$ cat src/rtl/ackpoll_seq.sv
module ackpoll_seq #(
  parameter int MAX_POLLS = 16,
  parameter int PCW = $clog2(MAX_POLLS + 1)
) (
  input  logic           clk,
  input  logic           rst_n,
  input  logic           go,
  input  logic [1:0]     op_kind,
  input  logic [6:0]     dev_addr,
  input  logic [7:0]     byte_addr,
  input  logic [7:0]     wr_data,
  output logic           busy,
  output logic           done,
  output logic           timeout_err,
  output logic [PCW-1:0] poll_cnt,
  output logic [7:0]     rd_data,
  output logic           cmd_valid,
  output logic [2:0]     cmd,
  output logic [7:0]     cmd_wdata,
  input  logic           eng_done,
  input  logic           eng_ack,
  input  logic [7:0]     eng_rdata
);

  localparam logic [2:0] C_START = 3'd0, C_WRITE = 3'd1, C_READ = 3'd2,
                         C_STOP  = 3'd3, C_RSTRT = 3'd4;
  localparam logic [1:0] OP_NONE = 2'd0, OP_WR = 2'd1;

  typedef enum logic [3:0] {
    S_IDLE, S_START, S_SEL, S_ADDR, S_DATA, S_RSTART, S_RSEL, S_READ, S_STOP
  } step_t;

  step_t      step;
  logic       pend;
  logic [1:0] op_q;
  logic [6:0] dev_q;
  logic [7:0] addr_q, data_q;
  logic [2:0] step_cmd;
  logic [7:0] step_byte;

  assign busy = (step != S_IDLE);

  always_comb begin
    step_cmd  = C_WRITE;
    step_byte = 8'h00;
    case (step)
      S_START:  step_cmd = C_START;
      S_SEL:    step_byte = {dev_q, 1'b0};
      S_ADDR:   step_byte = addr_q;
      S_DATA:   step_byte = data_q;
      S_RSTART: step_cmd = C_RSTRT;
      S_RSEL:   step_byte = {dev_q, 1'b1};
      S_READ:   step_cmd = C_READ;
      S_STOP:   step_cmd = C_STOP;
      default:  step_cmd = C_STOP;
    endcase
  end

  always_ff @(posedge clk) begin
    if (!rst_n) begin
      step        <= S_IDLE;
      pend        <= 1'b0;
      done        <= 1'b0;
      timeout_err <= 1'b0;
      poll_cnt    <= '0;
      rd_data     <= 8'h00;
      cmd_valid   <= 1'b0;
      cmd         <= C_START;
      cmd_wdata   <= 8'h00;
      op_q        <= OP_NONE;
      dev_q       <= 7'h00;
      addr_q      <= 8'h00;
      data_q      <= 8'h00;
    end else begin
      done      <= 1'b0;
      cmd_valid <= 1'b0;
      if (step == S_IDLE) begin
        if (go) begin
          step        <= S_START;
          pend        <= 1'b0;
          poll_cnt    <= '0;
          timeout_err <= 1'b0;
          op_q        <= op_kind;
          dev_q       <= dev_addr;
          addr_q      <= byte_addr;
          data_q      <= wr_data;
        end
      end else if (!pend) begin
        cmd_valid <= 1'b1;
        cmd       <= step_cmd;
        cmd_wdata <= step_byte;
        pend      <= 1'b1;
      end else if (eng_done) begin
        pend <= 1'b0;
        case (step)
          S_START: step <= S_SEL;
          S_SEL: begin
            if (eng_ack) begin
              step <= (op_q == OP_NONE) ? S_STOP : S_ADDR;
            end else begin
              poll_cnt <= poll_cnt + 1'b1;
              if (poll_cnt + 1'b1 >= PCW'(MAX_POLLS)) begin
                timeout_err <= 1'b1;
                step        <= S_STOP;
              end else begin
                step <= S_START;
              end
            end
          end
          S_ADDR:   step <= (op_q == OP_WR) ? S_DATA : S_RSTART;
          S_DATA:   step <= S_STOP;
          S_RSTART: step <= S_RSEL;
          S_RSEL:   step <= S_READ;
          S_READ: begin
            rd_data <= eng_rdata;
            step    <= S_STOP;
          end
          default: begin
            step <= S_IDLE;
            done <= 1'b1;
          end
        endcase
      end
    end
  end

endmodule

$ cat config.mk
export PLATFORM = sky130hd
export DESIGN_NAME = ackpoll_seq
export DESIGN_NICKNAME = d
export VERILOG_FILES = /design/src/rtl/ackpoll_seq.sv
export SDC_FILE = /design/constraint.sdc
export NUM_CORES = 1
export LEC_CHECK = 0
export BUFFER_PORTS_ARGS = -buffer_cell sky130_fd_sc_hd__buf_4
export CAP_MARGIN = 10
export CORE_AREA = 2 2 77 79
export DETAILED_ROUTE_END_ITERATION = 10
export DIE_AREA = 0 0 79 81
export PLACE_DENSITY = 0.78
export SETUP_SLACK_MARGIN = 0.05
export SLEW_MARGIN = 20
export SYNTH_ARGS = -nofsm -noshare
export SYNTH_HDL_FRONTEND = slang
export SYNTH_SLANG_ARGS = --single-unit
$ cat constraint.sdc
create_clock -name clk -period 1.5 [get_ports clk]
set_input_delay 0.15 -clock clk [delete_from_list [all_inputs] [get_ports clk]]
set_output_delay 0.15 -clock clk [all_outputs]
set_load 0.01 [all_outputs]
==> impl_metrics.tcl <==
set metrics [dict create \
    timing.critical_path.buf_inv 3 \
    die_y_um 81 \
    drtAntennaViolNets 0 \
    viasPerCell 5.26 \
    p_switching_mw 1.04 \
    coreArea_um2 5680 \
    final_nets 438 \
    postLayoutCoreUtil 0.664 \
    dieArea_um2 6400 \
    comb_power_share 0.177 \
    grt_pass1_vias 2345 \
    tritoncts "built" \
    place.gp.congestion 0.878 \
    synth_nets 343 \
    post-route-period-util 1.01 \
    hp-class "in -> reg" \
    slowest_stage "dfxtp_2" \
    first_pass_iters 6 \
    seq_area_frac_synth 0.453 \
    cts_max_level 3 \
    postCtsHoldBufs 0 \
    drt-wirelength-per-cell_um 14.4 \
    cp_slowest_stage_delay_ps 340 \
    critPathArrivalTime_ps 1360 \
    antenna_found_initial 0 \
    ir_drop_mv 0.676 \
    p_seq_frac 0.411 \
    clk_path_buf_depth 2 \
    violations "negative setup slack" \
    drv_cap 0 \
    swShare 0.260 \
    die_w_um 79 \
    ys_types 48 \
    place_area_um2 3250 \
    required_ps 1350 \
    skew_ps 8.77 \
    clk_latency_ps 350 \
    layout_min_cycle_time_ps 1510 \
    power_density_nw_per_um2 1060 \
    num_vias 2518 \
    syn_inst 304 \
    worst_slew_pin_slew_ps 351 \
    start_util 0.444 \
    cp-end-kind "primary output" \
    maxSlewViolCount 0 \
    outcome "complete, but fails checks" \
    setup_viol 1 \
    grt_setup_unrepaired "yes" \
    grt_max_degree 27 \
    dp_hpwl_mm 4.60 \
    cpLargestDelayFamily "buffers and inverters" \
    finalHoldViolCount 0 \
    total_power_mw 3.99 \
    io_buffers 65 \
    clock_sinks 57 \
    io_pins 66 \
    power_leakage_nw 1.53 \
    synth.cell_area_um2 2520 \
    yosys_warnings 0 \
    final_layout_size_suffix_gt1_frac 0.386 \
    route.detailed.drc 0 \
    overflow 0 \
    postLayoutCellArea_um2 3770 \
    hold_ws_ps 39.1 \
    p_clk_frac 0.412 \
    grt_use_total 0.216 \
    worst_setup_path_start_kind "register" \
    first_iter_violations 223 \
    drt_wl_total_mm 6.89 \
    synth_seq_cells 57 \
    syn_to_final_growth_pct 49.7 \
    core.rowCount 28 \
    fmax_ghz 0.663 \
    dpl_worst_slack_ps -9.29 \
    critPathMaxFanout 9 \
    worstSetupPathType "reg -> out" \
    slew_headroom 0.766 \
    path_cells "buf_12 > nor4_4 > inv_2 > buf_6" \
    setup_slack_ps -8.77 \
    root_buffer "clkbuf_8" \
    p_int_mw 2.96 \
    grt_pass1_wl_mm 10.7 \
    numCtsBuffers 9 \
    fill_cells 461 \
    cts.clk_slew.worst_paths_ps 60 \
    n_antenna_cell 0 \
    avgSynthCellArea_um2 8.28 \
]
==> layout by cell type (no fill, tap or decap), drive strengths merged, types with 3 or more instances in the layout <==
| master | netlist | routed |
|---|---|---|
| o2bb2ai | 7 | 7 |
| o21ai | 12 | 12 |
| xnor2 | 4 | 4 |
| a211oi | 4 | 4 |
| nor2b | 4 | 4 |
| nand2b | 8 | 8 |
| buf | 10 | 101 |
| mux2i | 9 | 9 |
| a22oi | 8 | 8 |
| inv | 3 | 3 |
| nand3 | 6 | 6 |
| nor2 | 26 | 26 |
| nor3 | 4 | 4 |
| dfxtp | 57 | 57 |
| clkbuf | 9 | 13 |
| a21oi | 32 | 32 |
| nand2 | 75 | 75 |
==> area by class of cell <==
type,count,area [µm²],share of cell area
sequential,57,1160,0.307
clock inverter,5,77.6,0.0206
clock buffer,11,151,0.0402
inverter,3,11.3,0.00299
tap,75,93.8,0.0249
timing repair buffer,103,895,0.237
multi-input combinational,225,1380,0.367
==> routing by layer <==
| metal | part of all wire | track usage | vias up |
|---|---|---|---|
| li1 | - | - | 1239 |
| met1 | 0.43 | 0.262 | 1172 |
| met2 | 0.49 | 0.370 | 97 |
| met3 | 0.061 | 0.0500 | 10 |
| met4 | 0.017 | 0.0931 | 0 |
| met5 | 0 | 0 | - |
==> power by group through the flow <==
stage               registers (mW)  clock network, mW  logic [mW]
finish                        1.64               1.65       0.705
global route                  1.65               1.73       0.770
CTS                           1.64               1.66       0.631
detailed placement            1.67                  0       0.592
global placement              1.67                  0       0.589
floorplan                     1.66                  0       0.333
==> sequential cells by signal, summed over array words and instances, names as in the netlist, 2 cells and up <==
signal	cells
cmd	3
poll_cnt	5
data_q	8
dev_q	7
rd_data	8
addr_q	8
step	4
op_q	2
cmd_wdata	8
==> synthesized netlist by cell type (all sizes together) <==
cell / instances / share of area
a211oi: 4 / 0.012
a21boi: 1 / 0.0030
a21o: 1 / 0.0030
a21oi: 32 / 0.065
a221oi: 1 / 0.0035
a22o: 1 / 0.0035
a22oi: 8 / 0.024
a2bb2oi: 1 / 0.0035
a311oi: 1 / 0.0035
a31oi: 1 / 0.0025
a32o: 1 / 0.0040
and2: 1 / 0.0025
and3: 1 / 0.0025
buf: 10 / 0.025
clkbuf: 9 / 0.013
dfxtp: 57 / 0.45
ha: 1 / 0.0050
inv: 3 / 0.0045
mux2i: 9 / 0.036
nand2: 75 / 0.11
nand2b: 8 / 0.020
nand3: 6 / 0.014
nand4b: 2 / 0.0070
nor2: 26 / 0.040
nor2b: 4 / 0.0099
nor3: 4 / 0.012
nor4: 2 / 0.011
nor4b: 1 / 0.0094
o211ai: 2 / 0.0060
o21a: 1 / 0.0030
o21ai: 12 / 0.024
o22ai: 2 / 0.0050
o2bb2ai: 7 / 0.024
o41ai: 1 / 0.0035
or2: 1 / 0.0025
or3: 2 / 0.0070
xnor2: 4 / 0.014
xor2: 1 / 0.0035
==> timing repair <==
action / 4_1_cts / 5_1_grt
endpoints found under the setup margin: 38 / 42
setup buffers: 3 / 10
resized for setup: 12 / 24
pin swaps: 3 / 9
cloned: 0 / 2
==> cells by family after synthesis <==
| group | synth area share |
|---|---|
| adders and majority gates | 0.00497 |
| and+or+nand+nor | 0.252 |
| xor gates and xnor gates | 0.0174 |
| AOI/OAI and AO/OA | 0.193 |
| buffers and inverters | 0.0432 |
| DFF | 0.453 |
| muxes | 0.0358 |
==> worst reg2reg max path: cells and delay by family (launching register included) <==
| family | cells | cell delay, ps |
|---|---|---|
| AO/OA/AOI/OAI | 3 | 610 |
| AND/OR/NAND/NOR | 1 | 130 |
| flip-flops | 1 | 350 |
| buffers and inverters | 2 | 290 |
==> metrics by stage <==
| step | instances | setup TNS, ps |
|---|---|---|
| global placement | 448 | 0 |
| finish | 479 | -8.77 |
| floorplan | 304 | 0 |
| global route | 479 | -411 |
| CTS | 467 | -6.60 |
| detailed placement | 448 | -19.6 |
==> worst paths after layout <==
path | start | endpoint | slack [ps] | cells after the start
setup / recovery | step[0] | busy | -9 | 4
hold / removal | eng_rdata[3] | rd_data[3] | 40 | 3
setup reg to reg | step[2] | step[0] | 20 | 6
hold reg to reg | addr_q[3] | addr_q[3] | 460 | 2
No activity file was read; power rests on OpenSTA's default activity.
